$ cat src/rtl/tw_pkg.sv
package tw_pkg;

    localparam int BYTE_W = 8;
    localparam int DATA_W = 6;
    localparam int SEL_W  = 2;
    localparam int OPC_W  = 4;
    localparam int PAD_W  = BYTE_W - DATA_W;
    localparam int CNT_W  = $clog2(BYTE_W + 1);

    localparam logic [OPC_W-1:0] DEV_TYPE_DEF = 4'b0101;

    typedef enum logic [OPC_W-1:0] {
        OPC_GXFR_D2W = 4'b0001,
        OPC_STEP     = 4'b0010,
        OPC_GXFR_W2D = 4'b1000,
        OPC_RD_WIPER = 4'b1001,
        OPC_WR_WIPER = 4'b1010,
        OPC_RD_DATA  = 4'b1011,
        OPC_WR_DATA  = 4'b1100,
        OPC_XFR_D2W  = 4'b1101,
        OPC_XFR_W2D  = 4'b1110
    } opc_e;

    typedef enum logic [2:0] {
        CL_NONE,
        CL_XFR,
        CL_WRITE,
        CL_READ,
        CL_STEP
    } opc_class_e;

    typedef enum logic [2:0] {
        PH_IDLE,
        PH_ADDR,
        PH_INSTR,
        PH_WDATA,
        PH_RDATA,
        PH_STEP
    } phase_e;

    typedef struct packed {
        logic [OPC_W-1:0] opc;
        logic [SEL_W-1:0] rsel;
        logic [SEL_W-1:0] csel;
    } instr_t;

    typedef struct packed {
        logic scl_rise;
        logic scl_fall;
        logic start;
        logic stop;
        logic sda;
    } bus_ev_t;

    function automatic opc_class_e classify(input logic [OPC_W-1:0] code);
        opc_class_e cls;
        case (code)
            OPC_XFR_D2W, OPC_XFR_W2D,
            OPC_GXFR_D2W, OPC_GXFR_W2D: cls = CL_XFR;
            OPC_WR_WIPER, OPC_WR_DATA:  cls = CL_WRITE;
            OPC_RD_WIPER, OPC_RD_DATA:  cls = CL_READ;
            OPC_STEP:                   cls = CL_STEP;
            default:                    cls = CL_NONE;
        endcase
        return cls;
    endfunction

endpackage

$ cat src/rtl/tw_sync.sv
module tw_sync #(
    parameter int   STAGES  = 2,
    parameter logic RST_VAL = 1'b1
) (
    input  logic clk,
    input  logic rst,
    input  logic d,
    output logic q
);
    logic [STAGES-1:0] chain;

    always_ff @(posedge clk) begin
        if (rst) begin
            chain <= {STAGES{RST_VAL}};
        end else begin
            chain <= {chain[STAGES-2:0], d};
        end
    end

    assign q = chain[STAGES-1];
endmodule

$ cat src/rtl/tw_bus_events.sv
module tw_bus_events
    import tw_pkg::*;
(
    input  logic    clk,
    input  logic    rst,
    input  logic    scl_s,
    input  logic    sda_s,
    output bus_ev_t ev
);
    logic scl_q;
    logic sda_q;

    always_ff @(posedge clk) begin
        if (rst) begin
            scl_q <= 1'b1;
            sda_q <= 1'b1;
        end else begin
            scl_q <= scl_s;
            sda_q <= sda_s;
        end
    end

    always_comb begin
        ev.scl_rise = scl_s & ~scl_q;
        ev.scl_fall = ~scl_s & scl_q;
        ev.start    = scl_s & scl_q & sda_q & ~sda_s;
        ev.stop     = scl_s & scl_q & ~sda_q & sda_s;
        ev.sda      = sda_s;
    end
endmodule

$ cat src/rtl/tw_cmd_engine.sv
module tw_cmd_engine
    import tw_pkg::*;
#(
    parameter logic [OPC_W-1:0] DEV_TYPE = DEV_TYPE_DEF
) (
    input  logic              clk,
    input  logic              rst,
    input  bus_ev_t           ev,
    input  logic [OPC_W-1:0]  strap_addr,
    input  logic              nv_busy,
    input  logic [DATA_W-1:0] rd_data,
    output logic              sda_oe,
    output logic              cmd_stb,
    output logic [OPC_W-1:0]  cmd_op,
    output logic [SEL_W-1:0]  cmd_reg,
    output logic [SEL_W-1:0]  cmd_chan,
    output logic [DATA_W-1:0] cmd_data,
    output logic              step_stb,
    output logic              step_up
);
    localparam logic [CNT_W-1:0] CNT_FULL = CNT_W'(BYTE_W);

    phase_e            ph;
    phase_e            nxt;
    logic [CNT_W-1:0]  cnt;
    logic              in_ack;
    logic [BYTE_W-1:0] sh;
    logic [BYTE_W-1:0] tx;
    logic              step_dir;

    instr_t            rx_instr;
    opc_class_e        dec_cls;
    logic              dec_ok;
    phase_e            dec_nxt;
    logic [BYTE_W-1:0] rd_word;

    assign rx_instr = instr_t'(sh);
    assign rd_word  = {{PAD_W{1'b0}}, rd_data};

    // Decision taken when a received byte is complete
    always_comb begin
        dec_cls = classify(rx_instr.opc);
        dec_ok  = 1'b0;
        dec_nxt = PH_IDLE;
        case (ph)
            PH_ADDR: begin
                dec_ok  = (sh[BYTE_W-1 -: OPC_W] == DEV_TYPE) &&
                          (sh[OPC_W-1:0] == strap_addr) && !nv_busy;
                dec_nxt = dec_ok ? PH_INSTR : PH_IDLE;
            end
            PH_INSTR: begin
                dec_ok = (dec_cls != CL_NONE);
                case (dec_cls)
                    CL_WRITE: dec_nxt = PH_WDATA;
                    CL_READ:  dec_nxt = PH_RDATA;
                    CL_STEP:  dec_nxt = PH_STEP;
                    default:  dec_nxt = PH_IDLE;
                endcase
            end
            PH_WDATA: begin
                dec_ok  = 1'b1;
                dec_nxt = PH_IDLE;
            end
            default: begin
                dec_ok  = 1'b0;
                dec_nxt = PH_IDLE;
            end
        endcase
    end

    always_ff @(posedge clk) begin
        if (rst) begin
            ph       <= PH_IDLE;
            nxt      <= PH_IDLE;
            cnt      <= '0;
            in_ack   <= 1'b0;
            sh       <= '0;
            tx       <= '0;
            step_dir <= 1'b0;
            sda_oe   <= 1'b0;
            cmd_stb  <= 1'b0;
            cmd_op   <= '0;
            cmd_reg  <= '0;
            cmd_chan <= '0;
            cmd_data <= '0;
            step_stb <= 1'b0;
            step_up  <= 1'b0;
        end else begin
            cmd_stb  <= 1'b0;
            step_stb <= 1'b0;
            if (ev.start) begin
                ph     <= PH_ADDR;
                cnt    <= '0;
                in_ack <= 1'b0;
                sda_oe <= 1'b0;
            end else if (ev.stop) begin
                ph     <= PH_IDLE;
                cnt    <= '0;
                in_ack <= 1'b0;
                sda_oe <= 1'b0;
            end else begin
                case (ph)
                    PH_ADDR, PH_INSTR, PH_WDATA: begin
                        if (ev.scl_rise && !in_ack && cnt != CNT_FULL) begin
                            sh  <= {sh[BYTE_W-2:0], ev.sda};
                            cnt <= cnt + 1'b1;
                        end
                        if (ev.scl_fall) begin
                            if (in_ack) begin
                                in_ack <= 1'b0;
                                cnt    <= '0;
                                sda_oe <= 1'b0;
                                ph     <= nxt;
                                if (nxt == PH_RDATA) begin
                                    tx     <= rd_word;
                                    sda_oe <= ~rd_word[BYTE_W-1];
                                end
                            end else if (cnt == CNT_FULL) begin
                                in_ack <= 1'b1;
                                sda_oe <= dec_ok;
                                nxt    <= dec_nxt;
                                if (ph == PH_INSTR && dec_ok) begin
                                    cmd_op   <= rx_instr.opc;
                                    cmd_reg  <= rx_instr.rsel;
                                    cmd_chan <= rx_instr.csel;
                                    if (dec_cls == CL_XFR) begin
                                        cmd_stb <= 1'b1;
                                    end
                                end
                                if (ph == PH_WDATA) begin
                                    cmd_data <= sh[DATA_W-1:0];
                                    cmd_stb  <= 1'b1;
                                end
                            end
                        end
                    end
                    PH_RDATA: begin
                        if (ev.scl_rise && !in_ack && cnt != CNT_FULL) begin
                            cnt <= cnt + 1'b1;
                        end
                        if (ev.scl_fall) begin
                            if (in_ack) begin
                                in_ack <= 1'b0;
                                ph     <= PH_IDLE;
                            end else if (cnt == CNT_FULL) begin
                                in_ack <= 1'b1;
                                sda_oe <= 1'b0;
                            end else if (cnt != '0) begin
                                tx     <= {tx[BYTE_W-2:0], 1'b0};
                                sda_oe <= ~tx[BYTE_W-2];
                            end
                        end
                    end
                    PH_STEP: begin
                        if (ev.scl_rise) begin
                            step_dir <= ev.sda;
                        end
                        if (ev.scl_fall) begin
                            step_stb <= 1'b1;
                            step_up  <= step_dir;
                        end
                    end
                    default: begin
                        sda_oe <= 1'b0;
                    end
                endcase
            end
        end
    end
endmodule

$ cat src/rtl/tw_cmd_slave.sv
module tw_cmd_slave
    import tw_pkg::*;
#(
    parameter int               SYNC_STAGES = 2,
    parameter logic [OPC_W-1:0] DEV_TYPE    = DEV_TYPE_DEF
) (
    input  logic        clk,
    input  logic        rst,
    input  logic        scl_i,
    input  logic        sda_i,
    output logic        sda_oe,
    input  logic [3:0]  strap_addr,
    input  logic        nv_busy,
    input  logic [5:0]  rd_data,
    output logic        cmd_stb,
    output logic [3:0]  cmd_op,
    output logic [1:0]  cmd_reg,
    output logic [1:0]  cmd_chan,
    output logic [5:0]  cmd_data,
    output logic        step_stb,
    output logic        step_up
);
    localparam int N_LINES = 2;

    logic [N_LINES-1:0] line_raw;
    logic [N_LINES-1:0] line_s;
    bus_ev_t            ev;

    assign line_raw = {sda_i, scl_i};

    for (genvar g = 0; g < N_LINES; g++) begin : g_sync
        tw_sync #(
            .STAGES  (SYNC_STAGES),
            .RST_VAL (1'b1)
        ) u_sync (
            .clk (clk),
            .rst (rst),
            .d   (line_raw[g]),
            .q   (line_s[g])
        );
    end

    tw_bus_events u_events (
        .clk   (clk),
        .rst   (rst),
        .scl_s (line_s[0]),
        .sda_s (line_s[1]),
        .ev    (ev)
    );

    tw_cmd_engine #(
        .DEV_TYPE (DEV_TYPE)
    ) u_engine (
        .clk        (clk),
        .rst        (rst),
        .ev         (ev),
        .strap_addr (strap_addr),
        .nv_busy    (nv_busy),
        .rd_data    (rd_data),
        .sda_oe     (sda_oe),
        .cmd_stb    (cmd_stb),
        .cmd_op     (cmd_op),
        .cmd_reg    (cmd_reg),
        .cmd_chan   (cmd_chan),
        .cmd_data   (cmd_data),
        .step_stb   (step_stb),
        .step_up    (step_up)
    );
endmodule

$ cat config.mk
export PLATFORM = sky130hd
export DESIGN_NAME = tw_cmd_slave
export DESIGN_NICKNAME = d
export VERILOG_FILES = /design/src/rtl/tw_pkg.sv /design/src/rtl/tw_sync.sv /design/src/rtl/tw_bus_events.sv /design/src/rtl/tw_cmd_engine.sv /design/src/rtl/tw_cmd_slave.sv
export SDC_FILE = /design/constraint.sdc
export NUM_CORES = 1
export LEC_CHECK = 0
export ABC_AREA = 1
export CAP_MARGIN = 10
export CELL_PAD_IN_SITES_DETAIL_PLACEMENT = 2
export CELL_PAD_IN_SITES_GLOBAL_PLACEMENT = 2
export CORE_ASPECT_RATIO = 1.75
export CORE_MARGIN = 2
export CORE_UTILIZATION = 31
export DETAILED_ROUTE_END_ITERATION = 7
export PLACE_DENSITY_LB_ADDON = 0.1
export SETUP_SLACK_MARGIN = 0.3
export SLEW_MARGIN = 0
export SYNTH_ARGS = -nofsm -noshare
export SYNTH_HDL_FRONTEND = slang
export SYNTH_HIERARCHICAL = 1
export SYNTH_SLANG_ARGS = --single-unit
export TNS_END_PERCENT = 5
$ cat constraint.sdc
create_clock -name clk -period 2.3 [get_ports clk]
set_input_delay 0.46 -clock clk [delete_from_list [all_inputs] [get_ports clk]]
set_output_delay 0.46 -clock clk [all_outputs]
set_load 0.005 [all_outputs]
-- Word-level counts from Yosys, hierarchy flattened
Memories as Yosys holds them, arrays and structs flattened. A register that Yosys moved wholly into a read port is not among the register bits.
Index checks and enable logic that the tools add are counted.
- add/subtract/negate cells: 1
- equality and inequality tests: 28
- mux-type cells: 40
- bitwise logic cells: 19
- reductions and logical operators: 27
- operator list (operator ; count):
    $mux 7 ; 7
    $mux 4 ; 5
    $mux 1 ; 16
    $pmux 7 s2 ; 1
    $reduce_and 7->1 ; 2
    $eq 3x2->1 const B ; 4
    $eq 3x3->1 const B ; 4
    $mux 3 ; 4
    $ne 4x4->1 const B ; 3
    $not 1->1 ; 12
    $pmux 3 s2 ; 2
    $reduce_and 4->1 ; 3
    $reduce_and 6->1 ; 2
    $reduce_and 10->1 ; 1
    $reduce_and 5->1 ; 2
    $pmux 3 s3 ; 1
    $ne 2x1->1 const B ; 4
    $ne 2x2->1 const B ; 4
    $ne 4x3->1 const B ; 2
    $pmux 4 s2 ; 1
    $reduce_bool 4->1 ; 2
    $reduce_or 4->1 ; 2
    $and 1x1->1 ; 7
    $reduce_or 7->1 ; 1
    other kinds (14) ; 23
- register bits: 51
- bits in read-only memories: 48
- output and inout bits: 18
- word-level logic and storage cells: 136
- memories kept: 1
- memory list (name ; words ; bits a word ; rd ports ; clocked after memory_dff ; write ports ; RTL line ; text):
    (no name shown) ; 16 ; 3 ; 1 ; 1 ; 0 ; tw_pkg.sv:57 ; case (code)

-- Logic depth before layout (Yosys ltp)
- depth in word-level cells: 8
- depth in mapped cells: 17
- depth with buffers taken out: 17

-- Hierarchy
Netlist, hierarchy kept.
- by module, submodules not included (module ; times used ; cells each ; area each (µm²)):
    tw_cmd_engine ; 1 ; 334 ; 2358.5
    tw_sync ; 2 ; 7 ; 58.8
    tw_bus_events ; 1 ; 17 ; 100.1

-- Least setup slack after synthesis
OpenSTA, ideal clock, no wires.
- kind: reg2reg
- from: register u_engine.cnt[1]
- to: register, netlist name u_engine/dec_cls[0]
- library setup time: 0.113 ns
- data arrival time: 1.885 ns
- required time: 2.187 ns
- setup slack: 0.302 ns
- cell stages (with the launch flop): 15
- path buffers: 1
- clock period less this slack: 1.998 ns
- cells stage by stage: dfxtp_1 > inv_1 > ha_1 > nand3_1 > nand2_1 > nor2_2 > nand2_2 > buf_6 > nand2_1 > nand3_2 > ha_1 > inv_1 > nand4_1 > nand3_1 > nand2_1
- longest elaborated chain between the ends: 5
- ends and longest elaborated chain (item ; RTL line ; text):
    start, declared ; tw_cmd_engine.sv:25 ; logic [CNT_W-1:0] cnt;
    start signal, assigned ; tw_cmd_engine.sv:106 ; cnt <= cnt + 1'b1;
    start signal, assigned ; tw_cmd_engine.sv:139 ; cnt <= cnt + 1'b1;
    $ne 4x4->1 ; tw_cmd_engine.sv:104 ; if (ev.scl_rise && !in_ack && cnt != CNT_FULL) begin
    $logic_and 1x1->1 ; tw_cmd_engine.sv:104 ;
    $reduce_and 4->1 (no source line) ; - ;
    $mux 4 (no source line) (2 in series) ; - ;
Every way passes these cells.
A chain may end at the register's enable or synchronous reset.

==> flow_summary.rst <==
.. list-table::
   :header-rows: 1

   * - Metric
     - Value
   * - Placed cell area
     - 3010 um^2
   * - Hold-fix buffer count after cts
     - 0
   * - Most frequent standard cell in the layout excluding fill and tap cells
     - sky130_fd_sc_hd__nand2_1
   * - Unique cell type count in the Yosys netlist
     - 25
   * - Max reg flops
     - 8
   * - Number of buffers inserted during clock tree synthesis
     - 5
   * - # DRC
     - 0
   * - Type of the worst setup path
     - flop to flop
   * - Worst-case clock buffer depth
     - 2
   * - Largest fanout on the critical path
     - 5
   * - Syn Std Cell Area
     - 2580 um^2
   * - Number of antenna violations at the first check in global routing
     - 0
   * - Horizontal extent of the die
     - 72.9 um
   * - Peak supply drop
     - 0.365 mV
   * - CTS clk-pin slew, worst paths
     - 70 ps
   * - Startpoint type of the worst setup path
     - flop
   * - Final Wtd Congestion
     - 0.809
   * - Flops & latches, synth
     - 54
   * - Maximum number of pins on one net before global-route repair
     - 20
   * - Start point of the critical path
     - g_sync[1].u_sync/chain[1]
   * - Core area
     - 8200 um^2
   * - Setup Total Neg Slack
     - 0 ps
   * - Antenna violation net count after detailed routing
     - 0
   * - Setup crit end kind
     - flop
   * - Leak Pwr
     - 1.50 nW
   * - MaxCap Viol Count
     - 0
   * - Worst reg2reg startpoint
     - g_sync[1].u_sync/chain[1]
   * - Final worst path period share
     - 86.0%
   * - Clock skew
     - 4.57 ps
   * - Detail-routed via count per cell
     - 4.84
   * - Hold path depth
     - 2
   * - Classification of the worst-slack hold path
     - flop to flop
   * - Overall overflow remaining after global route
     - 0
   * - Area delta synth->final
     - 29.4%
   * - Number of buffer cells added on primary ports
     - 32
   * - DR vias
     - 2450
   * - Drt first pass iters
     - 4
   * - Shortest clock period the worst path allows after layout
     - 1980 ps
   * - Worst Min Path Start
     - g_sync[1].u_sync/chain[0]
   * - Share of final-layout standard cells stronger than drive strength 1
     - 16.9%
   * - Tot GR Track Use
     - 18.6%
   * - Post-synthesis net count
     - 386
   * - Number of top-level pins
     - 33
   * - Global-route wire length before repair
     - 13.0 mm
   * - Transition time at the pin with the least slew margin
     - 448 ps
   * - Row count
     - 44
   * - Fin nets
     - 434
   * - Reg2Reg Depth
     - 14
   * - H-tree depth
     - 2
   * - Clock latency of the later-clocked register in the worst-skew pair
     - 290 ps
   * - Area share of the largest cell type after synthesis
     - 42.0%
   * - Largest cells by area after synthesis
     - sky130_fd_sc_hd__dfxtp_1 42%, sky130_fd_sc_hd__nand2_1 11%, sky130_fd_sc_hd__inv_1 8.5%
   * - Number of failing setup endpoints in the final timing report
     - 0
   * - Arrival time reported for the critical path endpoint
     - 2160 ps
   * - Power per cell area
     - 556 nW/um^2
   * - Relative max-transition margin
     - 70.0%
   * - Starting density of the core
     - 31.4%
   * - Count of yosys warnings during synthesis
     - 6
   * - Overall die area
     - 9080 um^2
   * - Die Height
     - 125 um
   * - TritonCTS clock tree
     - done
   * - Highest clock rate
     - 506 MHz
   * - Setup repair after global routing missed its margin
     - yes
   * - Via count of the first global-routing pass
     - 2687
   * - Hold Slack
     - 418 ps
   * - Final routed wirelength across all metal layers
     - 7.86 mm
   * - Buffer cell driving the clock tree root
     - sky130_fd_sc_hd__clkbuf_16
   * - Cell count after synthesis
     - 365
   * - Drt wl/cell
     - 15.5 um
   * - Clk sink count
     - 54
   * - Part of the Yosys area used for sequential elements
     - 42.0%
   * - Final max-slew violation count
     - 0
   * - Register-to-register setup slack
     - 320 ps
   * - Hold path endpoint
     - g_sync[1].u_sync/chain[1]
   * - Average size of a mapped cell
     - 7.06 um^2
   * - Top cell type by total area after synthesis
     - sky130_fd_sc_hd__dfxtp_1
   * - Final number of hold-violating endpoints
     - 0
   * - Required time at the worst-slack endpoint
     - 2490 ps
   * - N_diodes
     - 0
   * - Commonest cells after routing, fill and taps aside
     - 67 x sky130_fd_sc_hd__nand2_1, 57 x sky130_fd_sc_hd__inv_1, 48 x sky130_fd_sc_hd__dfxtp_1, 38 x sky130_fd_sc_hd__nor2_1, 32 x sky130_fd_sc_hd__clkdlybuf4s50_1
   * - Status
     - completed
   * - Number of DRC markers after the initial detailed-route iteration
     - 44
   * - Critical R2R Capture
     - u_engine/dec_cls[0]
   * - DP Wirelength
     - 6.13 mm
   * - Post-route standard cell area excluding fillers
     - 3330 um^2
[cells in the mapped netlist (all sizes together)]
master,n
nand3,27
a31oi,3
inv,65
nand2,78
a21oi,29
nand4,5
clkbuf,4
dfxtp,54
xor2,2
ha,6
nor2,47
buf,5
o211ai,1
o21ai,32
nor3,7
[repair_timing]
| item | 4_1_cts | 5_1_grt |
|---|---|---|
| pin swaps | 5 | 8 |
| setup endpoints to repair | 9 | 10 |
| gates resized for setup | 12 | 16 |
| setup buffers | 4 | 6 |
[per-layer routing]
layer / up-vias / track usage (%) / share of wire [%]
met4: 0 / 6.86 / 1.3
met2: 29 / 37.4 / 61
met5: - / 0 / 0
li1: 1238 / - / -
met3: 5 / 2.35 / 2.3
met1: 1178 / 17.9 / 35
[cell type report]
class / instances / area (um^2)
Fill cell: 962 / 4870
Clock inverter: 1 / 5.00
Timing Repair Buffer: 50 / 472
Sequential cell: 54 / 1090
Multi-Input combinational cell: 237 / 1260
Tap cell: 92 / 115
Inverter: 65 / 244
Clock buffer: 7 / 143
[critical path: stages, from the launching register on]
cell                      delay, ps
sky130_fd_sc_hd__dfxtp_2        350
sky130_fd_sc_hd__inv_1           70
sky130_fd_sc_hd__nand2_2         90
sky130_fd_sc_hd__nor2_4          50
sky130_fd_sc_hd__nor2_4         150
sky130_fd_sc_hd__inv_2           70
sky130_fd_sc_hd__nor2_4         140
sky130_fd_sc_hd__buf_6          140
sky130_fd_sc_hd__nand3_1        120
sky130_fd_sc_hd__nand3_4        140
sky130_fd_sc_hd__ha_1           240
sky130_fd_sc_hd__inv_1           70
sky130_fd_sc_hd__nand4_1        100
sky130_fd_sc_hd__nand3_1         80
sky130_fd_sc_hd__nand2_1         50
[logic make-up after synthesis]
logic type,Yosys count,share of synthesized area (%)
simple gates,164,29.3
buf+inv,74,11.9
compound gates,65,13.2
flops,54,42.0
fa+ha+maj,6,2.91
xor+xnor,2,0.680
[where the power goes]
part | total (mW) | leakage (nW) | internal, mW | switching, mW
sequential | 0.951 | 0.436 | 0.944 | 0.00749
combinational | 0.135 | 0.990 | 0.0575 | 0.0775
clock | 0.767 | 0.0739 | 0.433 | 0.335
[worst max-delay path by stage]
stage / slack, ps / depth (start not counted) / to
detailed placement: 110 / 16 / u_engine/dec_cls[0]
finish: 320 / 14 / u_engine/dec_cls[0]
global route: 120 / 17 / u_engine/dec_cls[0]
floorplan: 300 / 14 / u_engine/dec_cls[0]
global placement: 230 / 16 / u_engine/dec_cls[0]
CTS: 300 / 16 / u_engine/dec_cls[0]
[stage by stage]
step                      power, mW  utilization [%]  std cells  setup slack (ps)
after floorplan                1.04                -        365               302
after detailed placement       1.10             36.7        488               115
after CTS                      1.88             39.3        500               302
after global routing           1.94             40.6        506               116
after global placement         1.09             36.7        488               231
final                          1.85             40.6        506               322
No activity file was read; power rests on OpenSTA's default activity.
